===== config.mk =====
export PLATFORM = sky130hd
export DESIGN_NAME = cmdq_consumer
export DESIGN_NICKNAME = d
export VERILOG_FILES = /design/src/rtl/cq_pkg.sv /design/src/rtl/cq_op_decode.sv /design/src/rtl/cq_ptr_unit.sv /design/src/rtl/cmdq_consumer.sv
export SDC_FILE = /design/constraint.sdc
export NUM_CORES = 1
export LEC_CHECK = 0
export BUFFER_PORTS_ARGS = -buffer_cell sky130_fd_sc_hd__buf_4
export CAP_MARGIN = 20
export CORE_MARGIN = 10
export CORE_UTILIZATION = 53
export CTS_CLUSTER_SIZE = 30
export DETAILED_ROUTE_END_ITERATION = 7
export GPL_TIMING_DRIVEN = 0
export PLACE_DENSITY = 0.82
export SLEW_MARGIN = 20
export SYNTH_ARGS = -nofsm -noshare
export SYNTH_HDL_FRONTEND = slang
export SYNTH_SLANG_ARGS = --single-unit

===== constraint.sdc =====
create_clock -name clk -period 5.8 [get_ports clk]
set_input_delay 0.58 -clock clk [delete_from_list [all_inputs] [get_ports clk]]
set_output_delay 0.58 -clock clk [all_outputs]
set_load 0.05 [all_outputs]

===== src/rtl/cq_pkg.sv =====
package cq_pkg;
    localparam int REG_AW = 3;
    typedef logic [REG_AW-1:0] reg_addr_t;

    localparam reg_addr_t RA_CTRL    = 3'd0;
    localparam reg_addr_t RA_LOG2    = 3'd1;
    localparam reg_addr_t RA_BASE_LO = 3'd2;
    localparam reg_addr_t RA_BASE_HI = 3'd3;
    localparam reg_addr_t RA_PROD    = 3'd4;
    localparam reg_addr_t RA_CONS    = 3'd5;

    localparam int CTRL_GLB_BIT = 0;
    localparam int CTRL_QEN_BIT = 3;

    localparam int ERR_LSB     = 24;
    localparam int ERR_W       = 7;
    localparam int ENTRY_SHIFT = 4;
    localparam int ALIGN_BITS  = 6;
    localparam int CMD_W       = 128;
    localparam int OP_W        = 8;

    localparam logic [ERR_W-1:0] CERR_NONE = 7'd0;
    localparam logic [ERR_W-1:0] CERR_ILL  = 7'd1;
    localparam logic [ERR_W-1:0] CERR_ABT  = 7'd2;

    typedef enum logic [1:0] {
        ST_IDLE,
        ST_FETCH,
        ST_HALT
    } cq_state_e;
endpackage


===== src/rtl/cq_op_decode.sv =====
module cq_op_decode
    import cq_pkg::*;
(
    input  logic [OP_W-1:0] opcode,
    output logic            legal
);
    always_comb begin
        legal = opcode inside {[8'h01:8'h07], [8'h10:8'h13], 8'h18, 8'h1A,
                               [8'h20:8'h23], 8'h28, 8'h2A, 8'h30,
                               8'h40, 8'h41, [8'h44:8'h46]};
    end
endmodule


===== src/rtl/cq_ptr_unit.sv =====
module cq_ptr_unit
    import cq_pkg::*;
#(
    parameter int PTR_W = 20,
    parameter int LSZ_W = 5,
    parameter int AW    = 52
) (
    input  logic [LSZ_W-1:0]         lsz,
    input  logic [PTR_W-1:0]         prod,
    input  logic [PTR_W-1:0]         cons,
    input  logic [AW-ALIGN_BITS-1:0] base_aligned,
    output logic                     full,
    output logic                     empty,
    output logic [PTR_W-1:0]         wim,
    output logic [PTR_W-1:0]         cons_inc,
    output logic [AW-1:0]            entry_addr
);
    logic [PTR_W-1:0] wrap_bit;
    logic [PTR_W-1:0] idx_mask;
    logic [PTR_W-1:0] diff;
    logic [PTR_W-1:0] idx;

    assign wrap_bit   = PTR_W'(1) << lsz;
    assign idx_mask   = wrap_bit - PTR_W'(1);
    assign wim        = wrap_bit | idx_mask;
    assign diff       = (cons ^ prod) & wim;
    assign empty      = (diff == '0);
    assign full       = (diff == wrap_bit);
    assign cons_inc   = (cons + PTR_W'(1)) & wim;
    assign idx        = cons & idx_mask;
    assign entry_addr = {base_aligned, {ALIGN_BITS{1'b0}}} + (AW'(idx) << ENTRY_SHIFT);
endmodule


===== src/rtl/cmdq_consumer.sv =====
module cmdq_consumer
    import cq_pkg::*;
#(
    parameter int MAX_LOG2 = 19,
    parameter int AW       = 52
) (
    input  logic             clk,
    input  logic             rst_n,
    input  logic             cfg_we,
    input  logic [2:0]       cfg_addr,
    input  logic [31:0]      cfg_wdata,
    output logic [31:0]      cfg_rdata,
    output logic             mem_req,
    output logic [AW-1:0]    mem_addr,
    input  logic             mem_ack,
    input  logic             mem_rerr,
    input  logic [CMD_W-1:0] mem_rdata,
    output logic             q_full,
    output logic             q_empty,
    output logic             cmd_pop,
    output logic [OP_W-1:0]  cmd_opcode,
    output logic             gerr_pulse
);
    localparam int PTR_W = MAX_LOG2 + 1;
    localparam int LSZ_W = $clog2(MAX_LOG2 + 1);
    localparam int HI_W  = AW - 32;
    localparam int PAD_W = ERR_LSB - PTR_W;

    cq_state_e          state, state_nx;
    logic               ctrl_glb, ctrl_qen;
    logic [LSZ_W-1:0]   lsz;
    logic [31:0]        base_lo;
    logic [HI_W-1:0]    base_hi;
    logic [PTR_W-1:0]   prod, cons_ptr, wim, cons_inc;
    logic [ERR_W-1:0]   cons_err;
    logic               op_legal, q_on, resp, resp_good, resp_bad;
    logic               unused_cmd_bits;

    assign unused_cmd_bits = ^mem_rdata[CMD_W-1:OP_W];

    cq_ptr_unit #(.PTR_W(PTR_W), .LSZ_W(LSZ_W), .AW(AW)) u_ptr (
        .lsz          (lsz),
        .prod         (prod),
        .cons         (cons_ptr),
        .base_aligned ({base_hi, base_lo[31:ALIGN_BITS]}),
        .full         (q_full),
        .empty        (q_empty),
        .wim          (wim),
        .cons_inc     (cons_inc),
        .entry_addr   (mem_addr)
    );

    cq_op_decode u_dec (
        .opcode (mem_rdata[OP_W-1:0]),
        .legal  (op_legal)
    );

    assign q_on      = ctrl_glb && ctrl_qen;
    assign mem_req   = (state == ST_FETCH);
    assign resp      = mem_req && mem_ack;
    assign resp_good = resp && !mem_rerr && op_legal;
    assign resp_bad  = resp && (mem_rerr || !op_legal);

    // configuration registers and pointers
    always_ff @(posedge clk) begin
        if (!rst_n) begin
            ctrl_glb <= 1'b0;
            ctrl_qen <= 1'b0;
            lsz      <= '0;
            base_lo  <= '0;
            base_hi  <= '0;
            prod     <= '0;
            cons_ptr <= '0;
            cons_err <= CERR_NONE;
        end else begin
            if (cfg_we) begin
                unique case (cfg_addr)
                    RA_CTRL: begin
                        ctrl_glb <= cfg_wdata[CTRL_GLB_BIT];
                        ctrl_qen <= cfg_wdata[CTRL_QEN_BIT];
                    end
                    RA_LOG2: begin
                        if (!ctrl_qen)
                            lsz <= (cfg_wdata > 32'(MAX_LOG2)) ? LSZ_W'(MAX_LOG2)
                                                               : cfg_wdata[LSZ_W-1:0];
                    end
                    RA_BASE_LO: base_lo <= cfg_wdata;
                    RA_BASE_HI: base_hi <= cfg_wdata[HI_W-1:0];
                    RA_PROD:    prod    <= cfg_wdata[PTR_W-1:0] & wim;
                    RA_CONS: begin
                        if (!resp) begin
                            cons_ptr <= cfg_wdata[PTR_W-1:0] & wim;
                            cons_err <= cfg_wdata[ERR_LSB +: ERR_W];
                        end
                    end
                    default: ;
                endcase
            end
            if (resp) begin
                if (mem_rerr)
                    cons_err <= CERR_ABT;
                else if (op_legal)
                    cons_ptr <= cons_inc;
                else
                    cons_err <= CERR_ILL;
            end
        end
    end

    // state register
    always_ff @(posedge clk) begin
        if (!rst_n) state <= ST_IDLE;
        else        state <= state_nx;
    end

    // next-state logic
    always_comb begin
        state_nx = state;
        unique case (state)
            ST_IDLE:  if (q_on && !q_empty && cons_err == CERR_NONE) state_nx = ST_FETCH;
            ST_FETCH: if (mem_ack) state_nx = (mem_rerr || !op_legal) ? ST_HALT : ST_IDLE;
            ST_HALT:  if (cons_err == CERR_NONE) state_nx = ST_IDLE;
            default:  state_nx = ST_IDLE;
        endcase
    end

    // registered outputs
    always_ff @(posedge clk) begin
        if (!rst_n) begin
            cmd_pop    <= 1'b0;
            gerr_pulse <= 1'b0;
            cmd_opcode <= '0;
        end else begin
            cmd_pop    <= resp_good;
            gerr_pulse <= resp_bad;
            if (resp_good) cmd_opcode <= mem_rdata[OP_W-1:0];
        end
    end

    // register readback
    always_comb begin
        cfg_rdata = '0;
        unique case (cfg_addr)
            RA_CTRL:    cfg_rdata = 32'({ctrl_qen, 2'b00, ctrl_glb});
            RA_LOG2:    cfg_rdata = 32'(lsz);
            RA_BASE_LO: cfg_rdata = base_lo;
            RA_BASE_HI: cfg_rdata = 32'(base_hi);
            RA_PROD:    cfg_rdata = 32'(prod);
            RA_CONS:    cfg_rdata = {1'b0, cons_err, {PAD_W{1'b0}}, cons_ptr};
            default:    cfg_rdata = '0;
        endcase
    end
endmodule


==> results.txt <==
status: complete, no violations
GRT Util Overall: 0.321
Yosys top cell area share: 0.263
starting density of the core: 0.541
drt pass-1 iters: 6
setup violators final: 0
Placer Congestion: 1.03
Synth warnings: 0
most common library cells after synthesis: nand2_1 (219), a21oi_1 (135), dfxtp_1 (118)
crit-path max cell delay: 440 ps
RSZ-0062 raised after global routing: no
top-count cell post-synth: nand2_1
root buffer cell: clkbuf_16
total grt overflow: 0
pwr dens: 207 nW/um^2
CTS tree: built
Die Area: 22500 um^2
# diodes: 0
average cell area after synthesis: 7.15 um^2
initial antenna violation count: 0
Clock Skew: 9.95 ps
largest net degree at the start of global routing: 17
# Max-Cap Violations: 0
vias in the first global route: 9884
Synth Flop Type: dfxtp_1
Starting DRT DRC Count: 1522
fin crit share: 0.984
Worst Path Arrival: 5130 ps
Post-Synthesis Cells: 1255
latest clock arrival within the worst-skew pair: 440 ps
minimum setup slack after placement: -322 ps
I/O Pins: 265
final worst slack: 90.7 ps
global-route wire length before repair: 56.8 mm
FP Rows: 47
total CTS buffers: 17
Inst Count DP: 1617
Non-Filler Instances: 1650
PortBufs: 139
min Tclk post-route: 5710 ps
slowest cell on the critical path: dfxtp_1
H-tree depth: 4
kind of critical path: reg2out
Avg WL per Cell: 23.0 um
total wire length: 38.0 mm
clk sink count: 118
Post-synth ARST share: 0
CP Data Required Time: 5220 ps
total core area: 16600 um^2
Yosys cell types: 63
fmax: 0.175 GHz
Fin. Hold Viols: 0
EDFF count, synth: 0
drt via density: 6.50
DRC viols: 0
HPWL Detailed: 29.0 mm
Seq/Total Area, Yosys: 0.263
Crit Path Max Fanout: 10
HP Class: in2reg
flops & latches, synth: 118
Reg clk slew, reported paths: 60 ps
vias: 10700
critical path, cell by cell: clkbuf_4 -> clkbuf_4 -> nand2b_1 -> ha_2 -> o21ai_0 -> a21o_1 -> o21bai_1 -> ha_1 -> and2_1 -> ha_2 -> and2_1 -> nor2b_1 -> o211ai_1 -> buf_4 -> buf_4 -> and3_1 -> a2111oi_1 -> o211ai_1 -> buf_4
Area growth, synth to finish: 22.7%
final net count: 1625
ratio of cells with drive above 1 in the final layout: 0.155
die width: 150 um
Mapped Area: 8970 um^2
Synth area leaders: dfxtp_1 (26%), nand2_1 (9.2%), a21oi_1 (7.5%), ha_1 (5.4%), xnor2_1 (5.3%)
Worst IR Drop VDD: 0.151 mV
Slew Viols, Final: 0
largest area contributor in the synthesized netlist: dfxtp_1
crit start category: flop
post-route ant nets: 0
Die Y: 150 um
Worst Max-Slew Pin Slew: 982 ps
Slew headroom: 0.339
CTS max path bufs: 2
static leakage: 4.29 nW
Worst path most repeated cell: buf_4
CP Capture Type: primary output
## stage by stage
step	hold slack [ps]	util	power [mW]	area, um^2	setup TNS, ps
after global placement	442	0.621	1.15	10300	-2690
after global routing	429	0.664	2.31	11000	0
after detailed placement	450	0.621	1.15	10300	-5380
after CTS	414	0.662	2.25	11000	0
final	409	0.664	2.27	11000	0
after floorplan	433	-	1.03	8980	0
## cell type report
class / instances / area (um^2)
Sequential cell: 118 / 2360
Clock inverter: 13 / 170
Tap cell: 220 / 275
Inverter: 28 / 105
Fill cell: 1513 / 5580
Buffer: 103 / 443
Clock buffer: 19 / 453
Multi-Input combinational cell: 1006 / 6120
Timing Repair Buffer: 143 / 1070
## power breakdown
group | switching [mW] | total (mW) | internal [mW]
clock network | 0.421 | 1.12 | 0.702
registers | 0.0142 | 0.836 | 0.822
logic | 0.217 | 0.314 | 0.0973
total | 0.652 | 2.27 | 1.62
## flip-flops by register name, indices dropped and copies added (netlist names), 2 cells and up
signal and flops:
base_lo 32, base_hi 20, cons_ptr 20, prod 20, cmd_opcode 8, cons_err 7, lsz 5, state 2
## worst max-delay path: cells and delay by family, from the launching register on
family / cells / cell delay [ps]
DFF: 1 / 440
buffers and inverters: 5 / 1090
adders and majority gates: 3 / 990
AOI/OAI and AO/OA: 6 / 1320
and+or+nand+nor: 5 / 840
## routing by layer
layer | vias to the layer above | routed length [um] | GRT usage | share of wire
li1 | 4827 | - | - | -
met1 | 4958 | 14500 | 0.396 | 0.38
met4 | 0 | 2170 | 0.174 | 0.057
met5 | - | 0 | 0 | 0
met3 | 176 | 4290 | 0.0731 | 0.11
met2 | 767 | 17000 | 0.508 | 0.45
## worst paths after layout
kind / from / to / slack, ps / depth (start not counted)
max reg2reg: lsz[3] / state[0] / 1650 / 12
max: lsz[2] / mem_addr[48] / 90 / 19
min: cfg_wdata[28] / cons_err[4] / 410 / 3
min reg2reg: cmd_opcode[6] / cmd_opcode[6] / 460 / 2
## cells by family after synthesis
| group | count (synthesis) | share of synthesized area |
|---|---|---|
| flip-flops | 118 | 0.263 |
| multiplexers | 9 | 0.0105 |
| AND/OR/NAND/NOR | 553 | 0.303 |
| AO/OA/AOI/OAI | 323 | 0.231 |
| adder cells (fa/ha/maj) | 40 | 0.0566 |
| buffers and inverters | 134 | 0.0604 |
| XOR/XNOR | 77 | 0.0752 |
| other | 1 | 0.000418 |
## layout by cell type, fill, tap and decap left out, types with 28 or more instances in the layout
cell type,instances
nor3b_1,28
nor2_1,78
o21ai_0,29
buf_4,150
dfxtp_1,118
ha_1,37
clkbuf_1,73
xnor2_1,54
a21oi_1,134
nand2_1,219
and2_1,34
a22oi_1,42
nand3_1,45
## timing repair
item,4_1_cts,5_1_grt
hold buffers,0,0
gates resized for setup,12,21
pin swaps,2,2
setup buffers,3,1
endpoints found under the setup margin,29,28
No activity file was read; power rests on OpenSTA's default activity.
